### config.mk
export PLATFORM = sky130hd
export DESIGN_NAME = scsi_irq_count_regs
export DESIGN_NICKNAME = d
export VERILOG_FILES = /design/src/rtl/sicr_pkg.sv /design/src/rtl/sicr_decode.sv /design/src/rtl/sicr_count.sv /design/src/rtl/sicr_irq_ctrl.sv /design/src/rtl/scsi_irq_count_regs.sv
export SDC_FILE = /design/constraint.sdc
export NUM_CORES = 1
export LEC_CHECK = 0
export BUFFER_PORTS_ARGS = -buffer_cell sky130_fd_sc_hd__clkbuf_2
export CORE_MARGIN = 2
export CORE_UTILIZATION = 32
export DETAILED_ROUTE_END_ITERATION = 8
export GPL_TIMING_DRIVEN = 0
export SYNTH_ARGS = -nofsm -noshare
export SYNTH_HDL_FRONTEND = slang
export SYNTH_HIERARCHICAL = 1
export SYNTH_SLANG_ARGS = --single-unit
### constraint.sdc
create_clock -name clk -period 5.7 [get_ports clk]
set_input_delay 0.57 -clock clk [delete_from_list [all_inputs] [get_ports clk]]
set_output_delay 0.57 -clock clk [all_outputs]
set_load 0.1 [all_outputs]
### src/rtl/sicr_pkg.sv
package sicr_pkg;
  localparam int BYTE_W = 8;

  // status byte bit positions
  localparam int ST_INT_BIT = 7;
  localparam int ST_TC_BIT  = 4;

  // interrupt cause codes
  localparam logic [BYTE_W-1:0] CAUSE_BUS_SVC = 8'h10;
  localparam logic [BYTE_W-1:0] CAUSE_BUS_RST = 8'h80;

  // sequence step values
  localparam logic [BYTE_W-1:0] SEQ_CMD_DONE = 8'h04;
  localparam logic [BYTE_W-1:0] SEQ_IDLE     = 8'h00;

  // command byte fields
  localparam int                CMD_DMA_BIT  = 7;
  localparam logic [6:0]        CMD_BUS_RST  = 7'h03;

  // configuration byte
  localparam int                CFG_NORPT_BIT = 6;
  localparam logic [BYTE_W-1:0] CFG_RESET_VAL = 8'h07;
endpackage

### src/rtl/sicr_decode.sv
module sicr_decode
  import sicr_pkg::*;
#(
  parameter int AW        = 4,
  parameter int CNT_BYTES = 3
) (
  input  logic                 wr_en,
  input  logic                 rd_en,
  input  logic [AW-1:0]        addr,
  input  logic [BYTE_W-1:0]    wdata,
  output logic [CNT_BYTES-1:0] cnt_wr,
  output logic                 cnt_wr_any,
  output logic                 cmd_wr,
  output logic                 cfg_wr,
  output logic                 cause_rd,
  output logic                 dma_cmd,
  output logic                 busrst_cmd
);
  localparam logic [AW-1:0] A_CMD   = AW'(CNT_BYTES);
  localparam logic [AW-1:0] A_CAUSE = AW'(CNT_BYTES + 2);
  localparam logic [AW-1:0] A_CFG   = AW'(CNT_BYTES + 4);

  for (genvar i = 0; i < CNT_BYTES; i++) begin : g_cnt_dec
    assign cnt_wr[i] = wr_en && (addr == AW'(i));
  end

  assign cnt_wr_any = |cnt_wr;
  assign cmd_wr     = wr_en && (addr == A_CMD);
  assign cfg_wr     = wr_en && (addr == A_CFG);
  assign cause_rd   = rd_en && (addr == A_CAUSE);
  assign dma_cmd    = cmd_wr && wdata[CMD_DMA_BIT];
  assign busrst_cmd = cmd_wr && (wdata[6:0] == CMD_BUS_RST);
endmodule

### src/rtl/sicr_count.sv
module sicr_count
  import sicr_pkg::*;
#(
  parameter int CNT_BYTES = 3
) (
  input  logic                        clk,
  input  logic                        rst_n,
  input  logic [CNT_BYTES-1:0]        cnt_wr,
  input  logic [BYTE_W-1:0]           wdata,
  input  logic                        dma_cmd,
  input  logic                        dma_done,
  output logic [CNT_BYTES*BYTE_W-1:0] cnt_rd,
  output logic                        top_written
);
  localparam int CW = CNT_BYTES * BYTE_W;

  logic [CW-1:0] wcopy_q, wcopy_d;
  logic [CW-1:0] rcopy_q, rcopy_d;
  logic          top_q, top_d;
  logic          rcopy_en;

  always_comb begin
    wcopy_d = wcopy_q;
    for (int i = 0; i < CNT_BYTES; i++) begin
      if (cnt_wr[i]) wcopy_d[i*BYTE_W +: BYTE_W] = wdata;
    end
  end

  assign rcopy_en = dma_done || dma_cmd;
  assign rcopy_d  = dma_done ? '0 : wcopy_q;
  assign top_d    = top_q || cnt_wr[CNT_BYTES-1];

  always_ff @(posedge clk or negedge rst_n) begin
    if (!rst_n) begin
      wcopy_q <= '0;
      rcopy_q <= '0;
      top_q   <= 1'b0;
    end else begin
      if (|cnt_wr) wcopy_q <= wcopy_d;
      if (rcopy_en) rcopy_q <= rcopy_d;
      top_q <= top_d;
    end
  end

  assign cnt_rd      = rcopy_q;
  assign top_written = top_q;
endmodule

### src/rtl/sicr_irq_ctrl.sv
module sicr_irq_ctrl
  import sicr_pkg::*;
(
  input  logic              clk,
  input  logic              rst_n,
  input  logic              cause_rd,
  input  logic              cnt_wr_any,
  input  logic              busrst_cmd,
  input  logic              no_report,
  input  logic              ev_raise,
  input  logic [BYTE_W-1:0] ev_cause,
  input  logic              dma_done,
  output logic [BYTE_W-1:0] status,
  output logic [BYTE_W-1:0] cause,
  output logic [BYTE_W-1:0] seq,
  output logic              irq
);
  logic [BYTE_W-1:0] stat_q, stat_d;
  logic [BYTE_W-1:0] cause_q, cause_d;
  logic [BYTE_W-1:0] seq_q, seq_d;
  logic              do_raise, do_lower;

  // later items override earlier ones: read effects, host writes, events
  always_comb begin
    stat_d   = stat_q;
    cause_d  = cause_q;
    seq_d    = seq_q;
    do_raise = 1'b0;
    do_lower = 1'b0;
    if (cause_rd) begin
      cause_d            = '0;
      stat_d[ST_TC_BIT]  = 1'b0;
      seq_d              = SEQ_CMD_DONE;
      do_lower           = 1'b1;
    end
    if (cnt_wr_any) stat_d[ST_TC_BIT] = 1'b0;
    if (busrst_cmd) begin
      cause_d = CAUSE_BUS_RST;
      if (!no_report) do_raise = 1'b1;
    end
    if (ev_raise) begin
      cause_d  = ev_cause;
      do_raise = 1'b1;
    end
    if (dma_done) begin
      stat_d[ST_TC_BIT] = 1'b1;
      cause_d           = CAUSE_BUS_SVC;
      seq_d             = SEQ_IDLE;
      do_raise          = 1'b1;
    end
    if (do_raise)      stat_d[ST_INT_BIT] = 1'b1;
    else if (do_lower) stat_d[ST_INT_BIT] = 1'b0;
  end

  always_ff @(posedge clk or negedge rst_n) begin
    if (!rst_n) begin
      stat_q  <= '0;
      cause_q <= '0;
      seq_q   <= '0;
    end else begin
      stat_q  <= stat_d;
      cause_q <= cause_d;
      seq_q   <= seq_d;
    end
  end

  assign status = stat_q;
  assign cause  = cause_q;
  assign seq    = seq_q;
  assign irq    = stat_q[ST_INT_BIT];
endmodule

### src/rtl/scsi_irq_count_regs.sv
module scsi_irq_count_regs
  import sicr_pkg::*;
#(
  parameter int                AW        = 4,
  parameter int                CNT_BYTES = 3,
  parameter logic [BYTE_W-1:0] CHIP_ID   = 8'h52
) (
  input  logic              clk,
  input  logic              rst_n,
  input  logic              wr_en,
  input  logic              rd_en,
  input  logic [AW-1:0]     addr,
  input  logic [BYTE_W-1:0] wdata,
  output logic [BYTE_W-1:0] rdata,
  input  logic              ev_raise,
  input  logic [BYTE_W-1:0] ev_cause,
  input  logic              ev_dma_done,
  output logic              irq
);
  localparam int            CW      = CNT_BYTES * BYTE_W;
  localparam logic [AW-1:0] A_TOP   = AW'(CNT_BYTES - 1);
  localparam logic [AW-1:0] A_CMD   = AW'(CNT_BYTES);
  localparam logic [AW-1:0] A_STAT  = AW'(CNT_BYTES + 1);
  localparam logic [AW-1:0] A_CAUSE = AW'(CNT_BYTES + 2);
  localparam logic [AW-1:0] A_SEQ   = AW'(CNT_BYTES + 3);
  localparam logic [AW-1:0] A_CFG   = AW'(CNT_BYTES + 4);

  // reset: asserted asynchronously, released on the clock
  logic [1:0] rst_sync_q;
  logic       rst_int_n;

  always_ff @(posedge clk or negedge rst_n) begin
    if (!rst_n) rst_sync_q <= 2'b00;
    else        rst_sync_q <= {rst_sync_q[0], 1'b1};
  end
  assign rst_int_n = rst_sync_q[1];

  logic [CNT_BYTES-1:0] cnt_wr;
  logic                 cnt_wr_any, cmd_wr, cfg_wr, cause_rd, dma_cmd, busrst_cmd;
  logic [CW-1:0]        cnt_rd;
  logic                 top_written;
  logic [BYTE_W-1:0]    status, cause, seq;
  logic [BYTE_W-1:0]    cmd_q, cfg_w_q, cfg_r_q;

  sicr_decode #(.AW(AW), .CNT_BYTES(CNT_BYTES)) u_decode (
    .wr_en      (wr_en),
    .rd_en      (rd_en),
    .addr       (addr),
    .wdata      (wdata),
    .cnt_wr     (cnt_wr),
    .cnt_wr_any (cnt_wr_any),
    .cmd_wr     (cmd_wr),
    .cfg_wr     (cfg_wr),
    .cause_rd   (cause_rd),
    .dma_cmd    (dma_cmd),
    .busrst_cmd (busrst_cmd)
  );

  sicr_count #(.CNT_BYTES(CNT_BYTES)) u_count (
    .clk         (clk),
    .rst_n       (rst_int_n),
    .cnt_wr      (cnt_wr),
    .wdata       (wdata),
    .dma_cmd     (dma_cmd),
    .dma_done    (ev_dma_done),
    .cnt_rd      (cnt_rd),
    .top_written (top_written)
  );

  sicr_irq_ctrl u_irq (
    .clk        (clk),
    .rst_n      (rst_int_n),
    .cause_rd   (cause_rd),
    .cnt_wr_any (cnt_wr_any),
    .busrst_cmd (busrst_cmd),
    .no_report  (cfg_w_q[CFG_NORPT_BIT]),
    .ev_raise   (ev_raise),
    .ev_cause   (ev_cause),
    .dma_done   (ev_dma_done),
    .status     (status),
    .cause      (cause),
    .seq        (seq),
    .irq        (irq)
  );

  // command and configuration bytes; the configuration has a written copy
  // (used by the bus-reset rule) and a readable copy with its own reset value
  always_ff @(posedge clk or negedge rst_int_n) begin
    if (!rst_int_n) begin
      cmd_q   <= '0;
      cfg_w_q <= '0;
      cfg_r_q <= CFG_RESET_VAL;
    end else begin
      if (cmd_wr) cmd_q <= wdata;
      if (cfg_wr) begin
        cfg_w_q <= wdata;
        cfg_r_q <= wdata;
      end
    end
  end

  always_comb begin
    rdata = '0;
    for (int i = 0; i < CNT_BYTES; i++) begin
      if (addr == AW'(i)) rdata = cnt_rd[i*BYTE_W +: BYTE_W];
    end
    if ((addr == A_TOP) && !top_written) rdata = CHIP_ID;
    if (addr == A_CMD)   rdata = cmd_q;
    if (addr == A_STAT)  rdata = status;
    if (addr == A_CAUSE) rdata = cause;
    if (addr == A_SEQ)   rdata = seq;
    if (addr == A_CFG)   rdata = cfg_r_q;
  end
endmodule

==> results_tabular.tex <==
\begin{tabular}{lr}
\hline
Metric & Value \\
\hline
\multicolumn{2}{l}{\textbf{Route}} \\
\quad Vias after detailed routing & 2963 \\
\quad Routed via count divided by cell count & about 4.9 \\
\quad Iter 0 DRT Violations & around 170 \\
\quad Routed WL per cell & $\sim$16 um \\
\quad First-pass iteration count of the detailed router & 4 \\
\quad Final ANT Viol Nets & 0 \\
\quad Routed wire length & roughly 9700 um \\
\quad Residual DRC & 0 \\
\multicolumn{2}{l}{\textbf{Setup path}} \\
\quad Peak fanout along the critical path & 10 \\
\quad Worst EP arrival & about 2.4 ns \\
\quad Cell with the most instances on the worst path & sky130\_fd\_sc\_hd\_\_clkbuf\_2 \\
\quad Kind of start point of the critical path & primary input \\
\quad Setup slack on the worst flop-to-flop path & around 4.7 ns \\
\quad Type of the worst setup path & in -> out \\
\quad Crit-path cells & clkbuf\_2, buf\_2, nor2b\_1, o2bb2ai\_1, a31oi\_1, o22ai\_1, clkbuf\_2 \\
\quad Depth of the worst register-to-register path & 2 \\
\quad Crit-path slowest cell & sky130\_fd\_sc\_hd\_\_clkbuf\_2 \\
\quad Data required time of the critical path & a little over 5 ns \\
\quad Endpoint kind of the worst setup timing path & output pin \\
\quad Largest stage delay on the critical path & 0.50 ns \\
\multicolumn{2}{l}{\textbf{Job}} \\
\quad Number of maximum-capacitance violations & 0 \\
\multicolumn{2}{l}{\textbf{Power and ir drop}} \\
\quad Portion of total power attributed to sequential cells & 0.464 \\
\quad Leakage power & just over 0.002 uW \\
\quad Proportion of power drawn by combinational gates & 0.152 \\
\quad Total internal power & around 1100 uW \\
\quad Switching Fraction & 0.261 \\
\quad Areal power density over the cells & $\sim$300 mW/mm2 \\
\quad Clock network fraction of total power & 0.383 \\
\quad Worst VDD drop & between 0.15 and 0.2 mV \\
\quad Switching power summed over all nets & between 300 and 400 uW \\
\multicolumn{2}{l}{\textbf{Floorplanning}} \\
\quad Floorplan row count & 40 \\
\quad Die width & $\sim$120 um \\
\quad Die Outline Area & roughly 0.013 mm2 \\
\quad Area inside the core boundary & about 0.012 mm2 \\
\quad Starting density of the core & 0.331 \\
\quad Vertical extent of the die & roughly 120 um \\
\quad Number of ports placed on the die boundary & 35 \\
\multicolumn{2}{l}{\textbf{Synth}} \\
\quad Post-synth EDFFs & 0 \\
\quad Total of warnings raised by yosys & 6 \\
\quad Cell with the most instances after synthesis & sky130\_fd\_sc\_hd\_\_dfrtp\_1 \\
\quad Synth cell count leaders & sky130\_fd\_sc\_hd\_\_dfrtp\_1, sky130\_fd\_sc\_hd\_\_mux2\_2, sky130\_fd\_sc\_hd\_\_nor2\_1 \\
\quad Flop and latch count out of synthesis & 78 \\
\quad Mean cell area of the mapped netlist & 10.8 um2 \\
\quad Syn Std Cell Area & a little over 0.004 mm2 \\
\quad Fraction of synthesis flops using an asynchronous set or reset pin & 1.00 \\
\quad Cell taking the most area after synthesis & sky130\_fd\_sc\_hd\_\_dfrtp\_1 \\
\quad Number of distinct library cells after synthesis & 38 \\
\quad Area share of the largest cell type after synthesis & 0.467 \\
\quad Dominant cells by area after synthesis & sky130\_fd\_sc\_hd\_\_dfrtp\_1, sky130\_fd\_sc\_hd\_\_mux2\_2, sky130\_fd\_sc\_hd\_\_mux2i\_1 \\
\quad Post-synthesis instance total & around 370 \\
\quad Seq/Total Area, Yosys & 0.486 \\
\quad Primary FF master, synth & sky130\_fd\_sc\_hd\_\_dfrtp\_1 \\
\multicolumn{2}{l}{\textbf{STA}} \\
\quad Number of failing setup endpoints in the final timing report & 0 \\
\quad Post-route clock skew & between 0.007 and 0.008 ns \\
\quad Hold Vio Cnt, Final & 0 \\
\quad Tcrit/Tclk final & 0.529 \\
\quad Headroom to the max-slew limit & 0.629 \\
\quad Total negative setup slack & 0 ns \\
\quad Worst-margin pin slew & roughly 0.56 ns \\
\quad Setup slack of the critical path after layout & between 2 and 3 ns \\
\quad Final max-slew violation count & 0 \\
\quad RSZ-0062 raised after global routing & no \\
\quad Highest achievable clock rate & between 300 and 400 MHz \\
\quad Time the final worst path needs with I/O delays and setup & 3.01 ns \\
\multicolumn{2}{l}{\textbf{CTS}} \\
\quad Number of sinks handled by clock tree synthesis & 78 \\
\quad \# Post-CTS Setup Buffers & 0 \\
\quad Number of hold buffers added after cts & 0 \\
\quad Number of gates resized after CTS & 0 \\
\quad Buffer cell driving the clock tree root & sky130\_fd\_sc\_hd\_\_clkbuf\_16 \\
\quad Clock latency of the later-clocked register in the worst-skew pair & 0.33 ns \\
\quad H-Tree Level Count & 3 \\
\quad Clock tree from TritonCTS & built \\
\quad Maximum clock insertion buffer count & 2 \\
\quad Number of buffers created by CTS & 9 \\
\quad Reg clk slew, reported paths & 0.06 ns \\
\multicolumn{2}{l}{\textbf{Layout}} \\
\quad Layout Utilization & 0.392 \\
\quad Antenna diode count & 0 \\
\quad Number of filler instances in the final layout & roughly 1200 \\
\quad Nets & around 460 \\
\quad Total area of multi-input combinational cells & approximately 0.0018 mm2 \\
\quad Layout overhead on the synthesized area & 18.5\% \\
\quad FF+latch area & between 0.0015 and 0.002 mm2 \\
\quad Share of final-layout standard cells stronger than drive strength 1 & 0.312 \\
\multicolumn{2}{l}{\textbf{Placed design}} \\
\quad Minimum setup slack after placement & approximately 2.7 ns \\
\quad Half-perimeter wire length after placement & approximately 7000 um \\
\quad Final RePlAce weighted congestion & between 0.8 and 0.9 \\
\quad Port Buf Inserts & 34 \\
\multicolumn{2}{l}{\textbf{Global route}} \\
\quad Vias in the first global route & 2995 \\
\quad Total global-route track usage & 0.153 \\
\quad Overall overflow remaining after global route & 0 \\
\quad Pin count of the biggest net entering global routing & 44 \\
\quad Global-route wire length before repair & 15800 um \\
\quad Antenna violations before repair & 0 \\
\multicolumn{2}{l}{\textbf{Worst hold path}} \\
\quad Class of the tightest hold or removal check & in -> async \\
\multicolumn{2}{l}{\textbf{Status}} \\
\quad Status & completed \\
\hline
\end{tabular}
[cells in the final DEF (no fill, tap or decap), types with 6 or more instances in the layout]
cell type                    n
sky130_fd_sc_hd__inv_1      13
sky130_fd_sc_hd__clkbuf_2   34
sky130_fd_sc_hd__o21ai_0    16
sky130_fd_sc_hd__conb_1     14
sky130_fd_sc_hd__a31oi_1     8
sky130_fd_sc_hd__buf_2       8
sky130_fd_sc_hd__a21oi_1    18
sky130_fd_sc_hd__or4b_1      7
sky130_fd_sc_hd__clkbuf_16   9
sky130_fd_sc_hd__buf_4      14
sky130_fd_sc_hd__clkbuf_1   12
sky130_fd_sc_hd__nor3_1      6
sky130_fd_sc_hd__nand2_1    14
sky130_fd_sc_hd__mux2_2     48
sky130_fd_sc_hd__nand2b_1   15
sky130_fd_sc_hd__nor2_1     47
sky130_fd_sc_hd__mux2i_1    24
sky130_fd_sc_hd__dfrtp_1    74
[layer usage]
layer / up-vias / share of wire / global-route usage
met2: 68 / 0.50 / 0.260
li1: 1404 / - / -
met1: 1480 / 0.44 / 0.201
met3: 11 / 0.052 / 0.0256
met5: - / 0 / 0
met4: 0 / 0.012 / 0.0492
[final timing paths]
check	endpoint	from
max	rdata[4]	addr[0]
min	rst_sync_q[1]	rst_n
max reg2reg	u_irq/cause[5]	u_irq/cause[5]
min reg2reg	u_count/cnt_rd[14]	rst_sync_q[1]
max in group asynchronous	cfg_r_q[1]	rst_sync_q[1]
min in group clk	rst_sync_q[1]	rst_sync_q[0]
[power by group through the flow]
stage	clock (uW)	sequential [uW]	combinational, uW
after floorplan	0	674	168
after global placement	0	686	208
after detailed placement	0	684	220
after CTS	567	674	221
after global routing	592	683	241
final	556	673	221
[cell families (layout without fill, tap and decap cells)]
family,after synthesis,count (layout),share of synthesized area
mux,72,72,0.194
other cells,2,14,0.00187
simple gates,107,107,0.142
flops,78,78,0.486
buf+inv,52,103,0.0806
compound gates,62,62,0.0949
[through the flow]
| step | hold slack [ns] | std cells | total power [uW] | instance area (um2) |
|---|---|---|---|---|
| finish | 0.0171 | 604 | 1450 | 4760 |
| global route | 0.0101 | 604 | 1520 | 4760 |
| CTS | 0.0124 | 604 | 1460 | 4760 |
| detailed placement | 0.295 | 588 | 904 | 4470 |
| global placement | 0.339 | 587 | 893 | 4450 |
| floorplan | 0.274 | 385 | 842 | 4070 |
[sequential cells by signal, indices dropped and copies added, names as in the netlist]
register             cells
u_count/cnt_rd          24
cfg_w_q                  3
u_irq/cause              8
u_count/wcopy_q         24
u_irq/status             2
u_count/top_written      1
u_irq/seq                1
cfg_r_q                  5
cmd_q                    8
rst_sync_q               2
[critical path: cells and delay by family]
kind / cells / cell delay [ns]
AO/OA/AOI/OAI: 3 / 0.54
buffers and inverters: 3 / 0.95
AND/OR/NAND/NOR: 1 / 0.38
[layout make-up]
class                      instances  area share
tap                              168      0.0441
clock buffer                      11      0.0489
buffer                            39      0.0578
multi-input combinational        255       0.375
timing repair buffer              35      0.0399
sequential                        78       0.411
clock inverter                     5      0.0126
inverter                          13      0.0102
(Power assumes the default switching activity.)
